[config.mk]
export PLATFORM = sky130hd
export DESIGN_NAME = strobe_sequencer
export DESIGN_NICKNAME = d
export VERILOG_FILES = /design/src/rtl/strb_pkg.sv /design/src/rtl/strb_window_fsm.sv /design/src/rtl/strb_event_counters.sv /design/src/rtl/strb_pixel_latch.sv /design/src/rtl/strobe_sequencer.sv
export SDC_FILE = /design/constraint.sdc
export NUM_CORES = 1
export LEC_CHECK = 0
export ABC_CLOCK_PERIOD_IN_PS = 6200
export CAP_MARGIN = 20
export CORE_ASPECT_RATIO = 0.75
export CORE_MARGIN = 5
export CORE_UTILIZATION = 54
export CTS_CLUSTER_SIZE = 20
export DETAILED_ROUTE_END_ITERATION = 8
export PLACE_DENSITY = 0.88
export SLEW_MARGIN = 20
export SYNTH_ARGS = -nofsm -noshare
export SYNTH_HDL_FRONTEND = slang
export SYNTH_HIERARCHICAL = 1
export SYNTH_SLANG_ARGS = --single-unit
[constraint.sdc]
create_clock -name clk -period 6.2 [get_ports clk]
set_input_delay 1.55 -clock clk [delete_from_list [all_inputs] [get_ports clk]]
set_output_delay 1.55 -clock clk [all_outputs]
set_load 0.02 [all_outputs]
[src/rtl/strb_pkg.sv]
package strb_pkg;

  typedef enum logic [1:0] {
    ST_IDLE  = 2'd0,
    ST_DELAY = 2'd1,
    ST_OPEN  = 2'd2,
    ST_GAP   = 2'd3
  } seq_state_e;

  // Programmed lengths of zero are treated as one cycle.
  function automatic int unsigned at_least_one(input int unsigned v);
    return (v == 0) ? 1 : v;
  endfunction

  function automatic int unsigned widest(input int unsigned a, input int unsigned b,
                                         input int unsigned c);
    int unsigned m;
    m = (a > b) ? a : b;
    return (m > c) ? m : c;
  endfunction

endpackage

[src/rtl/strb_window_fsm.sv]
module strb_window_fsm
  import strb_pkg::*;
#(
  parameter int WIN_W = 8,
  parameter int GAP_W = 8,
  parameter int DLY_W = 8
) (
  input  logic             clk,
  input  logic             rst,
  input  logic             mode_cont,
  input  logic             trig,
  input  logic [WIN_W-1:0] win_len,
  input  logic [GAP_W-1:0] gap_len,
  input  logic [DLY_W-1:0] trig_dly,
  output logic             strobe,
  output logic             win_close,
  output logic             trig_drop
);

  localparam int CNT_W = widest(WIN_W, GAP_W, DLY_W);

  seq_state_e       state;
  logic [CNT_W-1:0] cnt;
  logic             cont_q;
  logic [CNT_W-1:0] win_m1;
  logic [CNT_W-1:0] gap_m1;
  logic             cnt_done;

  assign win_m1   = CNT_W'(at_least_one(32'(win_len)) - 1);
  assign gap_m1   = CNT_W'(at_least_one(32'(gap_len)) - 1);
  assign cnt_done = (cnt == '0);

  assign strobe    = (state == ST_OPEN);
  assign win_close = (state == ST_OPEN) && cnt_done;
  assign trig_drop = trig && (state != ST_IDLE) && !cont_q;

  always_ff @(posedge clk) begin
    if (rst) begin
      state  <= ST_IDLE;
      cnt    <= '0;
      cont_q <= 1'b0;
    end else begin
      unique case (state)
        ST_IDLE: begin
          if (mode_cont) begin
            cont_q <= 1'b1;
            state  <= ST_OPEN;
            cnt    <= win_m1;
          end else if (trig) begin
            cont_q <= 1'b0;
            if (trig_dly == '0) begin
              state <= ST_OPEN;
              cnt   <= win_m1;
            end else begin
              state <= ST_DELAY;
              cnt   <= CNT_W'(trig_dly) - CNT_W'(1);
            end
          end
        end
        ST_DELAY: begin
          if (cnt_done) begin
            state <= ST_OPEN;
            cnt   <= win_m1;
          end else begin
            cnt <= cnt - CNT_W'(1);
          end
        end
        ST_OPEN: begin
          if (cnt_done) begin
            state <= ST_GAP;
            cnt   <= gap_m1;
          end else begin
            cnt <= cnt - CNT_W'(1);
          end
        end
        ST_GAP: begin
          if (cnt_done) begin
            if (mode_cont) begin
              cont_q <= 1'b1;
              state  <= ST_OPEN;
              cnt    <= win_m1;
            end else begin
              cont_q <= 1'b0;
              state  <= ST_IDLE;
            end
          end else begin
            cnt <= cnt - CNT_W'(1);
          end
        end
        default: state <= ST_IDLE;
      endcase
    end
  end

  // the latched mode stays put until the gap ends
  a_r9_mode_hold: assert property (@(posedge clk) disable iff (rst)
    (state != ST_IDLE && !(state == ST_GAP && cnt_done)) |=> $stable(cont_q));

  // a closing window is always followed by a low cycle
  a_r10_gap_after_close: assert property (@(posedge clk) disable iff (rst)
    win_close |=> (state == ST_GAP));

endmodule

[src/rtl/strb_event_counters.sv]
module strb_event_counters #(
  parameter int FRAME_W = 16,
  parameter int DROP_W  = 8
) (
  input  logic               clk,
  input  logic               rst,
  input  logic               win_close,
  input  logic               trig_drop,
  output logic               rd_start,
  output logic [FRAME_W-1:0] frame_cnt,
  output logic [DROP_W-1:0]  drop_cnt
);

  always_ff @(posedge clk) begin
    if (rst) begin
      rd_start  <= 1'b0;
      frame_cnt <= '0;
      drop_cnt  <= '0;
    end else begin
      rd_start <= win_close;
      if (win_close) frame_cnt <= frame_cnt + FRAME_W'(1);
      if (trig_drop) drop_cnt  <= drop_cnt + DROP_W'(1);
    end
  end

  // a close yields a readout pulse and one frame step
  a_r5_frame_step: assert property (@(posedge clk) disable iff (rst)
    win_close |=> (rd_start && frame_cnt == $past(frame_cnt) + 1'b1));

  // every discarded trigger is counted once
  a_r6_drop_count: assert property (@(posedge clk) disable iff (rst)
    trig_drop |=> (drop_cnt == $past(drop_cnt) + 1'b1));

endmodule

[src/rtl/strb_pixel_latch.sv]
module strb_pixel_latch #(
  parameter int NPIX = 4
) (
  input  logic            clk,
  input  logic            rst,
  input  logic            strobe,
  input  logic [NPIX-1:0] hit_pulse,
  output logic [NPIX-1:0] held
);

  logic strobe_q;
  logic win_first;

  assign win_first = strobe && !strobe_q;

  always_ff @(posedge clk) begin
    if (rst) strobe_q <= 1'b0;
    else     strobe_q <= strobe;
  end

  for (genvar i = 0; i < NPIX; i++) begin : g_pix
    always_ff @(posedge clk) begin
      if (rst)            held[i] <= 1'b0;
      else if (win_first) held[i] <= hit_pulse[i];
      else if (strobe)    held[i] <= held[i] | hit_pulse[i];
    end
  end

  // memory contents cannot move outside a window
  a_r8_hold_outside: assert property (@(posedge clk) disable iff (rst)
    !strobe |=> $stable(held));

endmodule

[src/rtl/strobe_sequencer.sv]
module strobe_sequencer #(
  parameter int WIN_W   = 8,
  parameter int GAP_W   = 8,
  parameter int DLY_W   = 8,
  parameter int FRAME_W = 16,
  parameter int DROP_W  = 8,
  parameter int NPIX    = 4
) (
  input  logic               clk,
  input  logic               rst,
  input  logic               mode_cont,
  input  logic               trig,
  input  logic [WIN_W-1:0]   win_len,
  input  logic [GAP_W-1:0]   gap_len,
  input  logic [DLY_W-1:0]   trig_dly,
  input  logic [NPIX-1:0]    hit_pulse,
  output logic               strobe,
  output logic               rd_start,
  output logic [FRAME_W-1:0] frame_cnt,
  output logic [DROP_W-1:0]  drop_cnt,
  output logic [NPIX-1:0]    pix_latched
);

  logic win_close;
  logic trig_drop;

  strb_window_fsm #(.WIN_W(WIN_W), .GAP_W(GAP_W), .DLY_W(DLY_W)) u_fsm (
    .clk       (clk),
    .rst       (rst),
    .mode_cont (mode_cont),
    .trig      (trig),
    .win_len   (win_len),
    .gap_len   (gap_len),
    .trig_dly  (trig_dly),
    .strobe    (strobe),
    .win_close (win_close),
    .trig_drop (trig_drop)
  );

  strb_event_counters #(.FRAME_W(FRAME_W), .DROP_W(DROP_W)) u_cnt (
    .clk       (clk),
    .rst       (rst),
    .win_close (win_close),
    .trig_drop (trig_drop),
    .rd_start  (rd_start),
    .frame_cnt (frame_cnt),
    .drop_cnt  (drop_cnt)
  );

  strb_pixel_latch #(.NPIX(NPIX)) u_pix (
    .clk       (clk),
    .rst       (rst),
    .strobe    (strobe),
    .hit_pulse (hit_pulse),
    .held      (pix_latched)
  );

  // readout starts only on the falling edge of the strobe
  a_r4_rd_on_fall: assert property (@(posedge clk) disable iff (rst)
    rd_start |-> $fell(strobe));

  // a readout pulse never lasts two cycles
  a_r4_rd_single: assert property (@(posedge clk) disable iff (rst)
    rd_start |=> !rd_start);

endmodule

==> run_results.csv <==
group,metric,value,unit
setup_path,critPathArrivalTime,4.13,ns
grt,grt.overflow.total,0,
floorplanning,dieArea,6440,µm²
yosys,syn_area_per_cell,8.21,µm²
grt,grt_antenna_before_repair,0,
detailed_routing,drt_iter0_drc,280,
floorplanning,die_w,91.0,µm
yosys,synth_cells,324,
setup_path,max_stage_delay,0.62,ns
placement,gp_congestion,0.969,
layout,areaGrowthSynthToFinish,28.6,%
timing,period_minus_slack,3.97,ns
timing,tns,0,ns
clock_tree,ctsResizeCount,0,
layout,nets,419,
timing,final_hold_viol_count,0,
clock_tree,clockRootBuffer,"clkbuf_8",
job,drv_cap,0,
yosys,synth_cell_types,60,
floorplanning,ios,62,
timing,worst_slew_margin_rel,44.0,%
layout,antenna_cells,0,
timing,setup_ws,2.23,ns
yosys,ys_seq_area_share,30.9,%
yosys,synth_fp_nets,363,
setup_path,crit_buf_inv,1,
layout,final_cells,441,
detailed_routing,dr_total_vias,2840,
timing,tightest_slew,0.836,ns
clock_tree,cts_tree,"built",
timing,slew_violations,0,
yosys,netlist_area,2660,µm²
yosys,yosysWarningCount,6,
detailed_routing,drt-total-wl,7.48,mm
floorplanning,dieHeight,70.8,µm
setup_path,worstPathMaxFanout,5,
detailed_routing,drtAntennaViolNets,0,
yosys,ys_ff_latch,41,
clock_tree,cts.path.max_buffers,2,
timing,skew,0.00567,ns
grt,track_usage,22.1,%
floorplanning,rows,22,
timing,whs,0.493,ns
layout,fill_cells,360,
clock_tree,cts_htree_levels,2,
clock_tree,cts_made_buffers,5,
detailed_routing,wl_per_cell,17.0,µm
floorplanning,start_util,54.9,%
detailed_routing,drt-vias-per-instance,6.44,
clock_tree,cts_setup_buffers,0,
placement,dp.cells,433,
run_status,outcome,"finished, final reports clean",
placement,hpwlAfterDp,5.44,mm
grt,grt_start_max_net_pins,51,
setup_path,crit_required,6.36,ns
setup_path,endpoint_kind,"register",
timing,rsz0062_at_grt,"no",
setup_path,setup.worst_path.start_class,"primary input",
timing,fmax,0.252,GHz
clock_tree,clk_pin_slew,0.08,ns
clock_tree,ctsHoldBuffers,0,
timing,setup-violations-final,0,
placement,pre_cts_slack,1.99,ns
setup_path,critPathKind,"primary input to register",
detailed_routing,firstDrtPassIters,7,
timing,finalCritPeriodShare,64.0,%
detailed_routing,post-route-drc-count,0,
setup_path,slowest_stage,"or4_1",
grt,grt_pass1_vias,2529,
setup_path,cp_cell_sequence,"clkdlybuf4s50_1 -> or4_1 -> nor4_1 -> nor2_1 -> ha_1 -> xnor2_1 -> a21oi_1 -> a2111oi_2 -> a211oi_1",
pwr,max-vdd-ir-drop,303,µV
pwr,p_per_area,353,nW/µm²
pwr,power.leakage,0.00118,µW
layout,drive_gt1_share,8.14,%
clock_tree,worstSkewPairLatency,0.29,ns
floorplanning,core_area,4840,µm²
setup_path,critPathTopFamily,"simple AND/OR/NAND/NOR gates",
grt,grt_pass1_wl,11.9,mm
pwr,fin_total_pwr,1200,µW
clock_tree,cts_sinks,41,
placement,port_buffers,61,
hold_path,hold_path_class,"register to register",
-- cell type report --
type,count,area [µm²],area share (%)
clock buffers,5,68.8,2.01
clock inverters,3,68.8,2.01
inverters,14,52.6,1.54
multi-input cells,256,1710,50.1
flip-flops and latches,41,821,24.0
well taps,60,75.1,2.20
repair buffers,62,618,18.1
-- path summary, 6_finish.rpt --
| kind | start | end | slack (ns) | cells past startpoint |
|---|---|---|---|---|
| setup / recovery | win_len[2] | u_fsm/cnt[2]$_SDFFE_PP0P_ | 2.23 | 9 |
| hold / removal | u_cnt/drop_cnt[7]$_SDFFE_PP0P_ | u_cnt/drop_cnt[7]$_SDFFE_PP0P_ | 0.49 | 2 |
| setup reg to reg | u_fsm/cnt[0]$_SDFFE_PP0P_ | u_cnt/frame_cnt[15]$_SDFFE_PP0P_ | 2.97 | 8 |
| hold reg to reg | u_cnt/drop_cnt[7]$_SDFFE_PP0P_ | u_cnt/drop_cnt[7]$_SDFFE_PP0P_ | 0.49 | 2 |
-- worst min-delay path: stages, from the launching register on --
cell and delay [ns]:
dfxtp_1 0.32, o21ai_0 0.07, a21oi_1 0.06
-- logic make-up (layout without fill, tap and decap cells) --
family                     count (synthesis)  in the layout  share of synthesized area, %
muxes                                      9              9                          3.72
buffers and inverters                     27             84                          4.66
and+or+nand+nor                          137            137                          30.5
adders and majority gates                  7              7                          3.29
AOI/OAI and AO/OA                         85             85                          21.0
DFF                                       41             41                          30.9
xor gates and xnor gates                  18             18                          5.93
-- Yosys cell counts (all sizes together) --
| master | count | area [µm²] |
|---|---|---|
| a31oi | 4 | 25.0 |
| o22ai | 5 | 37.5 |
| or2 | 2 | 12.5 |
| nand4 | 10 | 75.1 |
| a211o | 1 | 8.76 |
| or3 | 9 | 56.3 |
| nor3b | 5 | 37.5 |
| mux2i | 2 | 20.0 |
| a2111oi | 2 | 23.8 |
| and3 | 1 | 6.26 |
| nor4b | 1 | 8.76 |
| a41oi | 1 | 8.76 |
| a21oi | 24 | 120 |
| xnor2 | 10 | 87.6 |
| o311ai | 1 | 8.76 |
| o211ai | 2 | 15.0 |
| clkbuf | 5 | 20.0 |
| nor2b | 9 | 63.8 |
| nand2 | 20 | 77.6 |
| nor2 | 33 | 124 |
| nor4 | 11 | 109 |
| a21o | 3 | 22.5 |
| a221oi | 1 | 8.76 |
| mux2 | 7 | 78.8 |
| a211oi | 6 | 45.0 |
| or4b | 1 | 10.0 |
| a311oi | 3 | 32.5 |
| o32ai | 3 | 26.3 |
| nand3 | 9 | 50.1 |
| or4 | 12 | 101 |
| a22oi | 2 | 15.0 |
| o31ai | 6 | 45.0 |
| buf | 8 | 51.3 |
| o221a | 1 | 11.3 |
| xor2 | 8 | 70.1 |
| ha | 7 | 87.6 |
| nand2b | 4 | 25.0 |
| o21ai | 18 | 90.1 |
| or3b | 1 | 8.76 |
| inv | 14 | 52.6 |
| dfxtp | 41 | 821 |
| o21bai | 1 | 7.51 |
| nor3 | 9 | 45.0 |
| o21a | 1 | 7.51 |
-- routing by layer --
layer  part of all wire [%]  up-vias  global-route usage [%]
met2                     44      163                    33.6
met4                    1.8        0                    6.51
met1                     43     1337                    29.5
met5                      0        -                       0
li1                       -     1320                       -
met3                     11       20                    7.97
-- state kept, by name, summed over array words and instances (netlist names) --
name,cells
u_cnt/drop_cnt,8
u_cnt/frame_cnt,16
u_cnt/rd_start,1
u_fsm/cnt,8
u_fsm/cont_q,1
u_fsm/state,2
u_pix/held,4
u_pix/strobe_q,1
-- report_power, final --
group          total [µW]  leakage, µW  switching, µW  internal [µW]
combinational         560     0.000781            322            239
clock                 259    0.0000687           96.5            162
sequential            386     0.000334           74.8            311
-- cells in the final DEF, fill, tap and decap left out, types with 4 or more instances in the layout --
cell type and count:
mux2_1 5, nor3_1 9, xor2_1 8, nor4_2 4
or3_1 9, a21oi_1 24, nor2_1 33, clkbuf_8 5
xnor2_1 10, a31oi_1 4, inv_1 14, nand2_1 19
or4_1 9, nor4_1 6, a211oi_1 6, nand2b_1 4
o21ai_0 17, nor2b_1 8, nand3_1 8, clkdlybuf4s50_1 61
ha_1 7, dfxtp_1 41, nand4_1 8, nor3b_1 5
o31ai_1 6, o22ai_1 4
-- stage by stage --
step	instance area [µm²]	util [%]
3_3_place_gp	3280	67.7
5_1_grt	3420	70.6
6_report	3420	70.6
3_5_place_dp	3280	67.7
4_1_cts	3420	70.6
2_1_floorplan	2660	-
No activity file was read; power rests on OpenSTA's default activity.
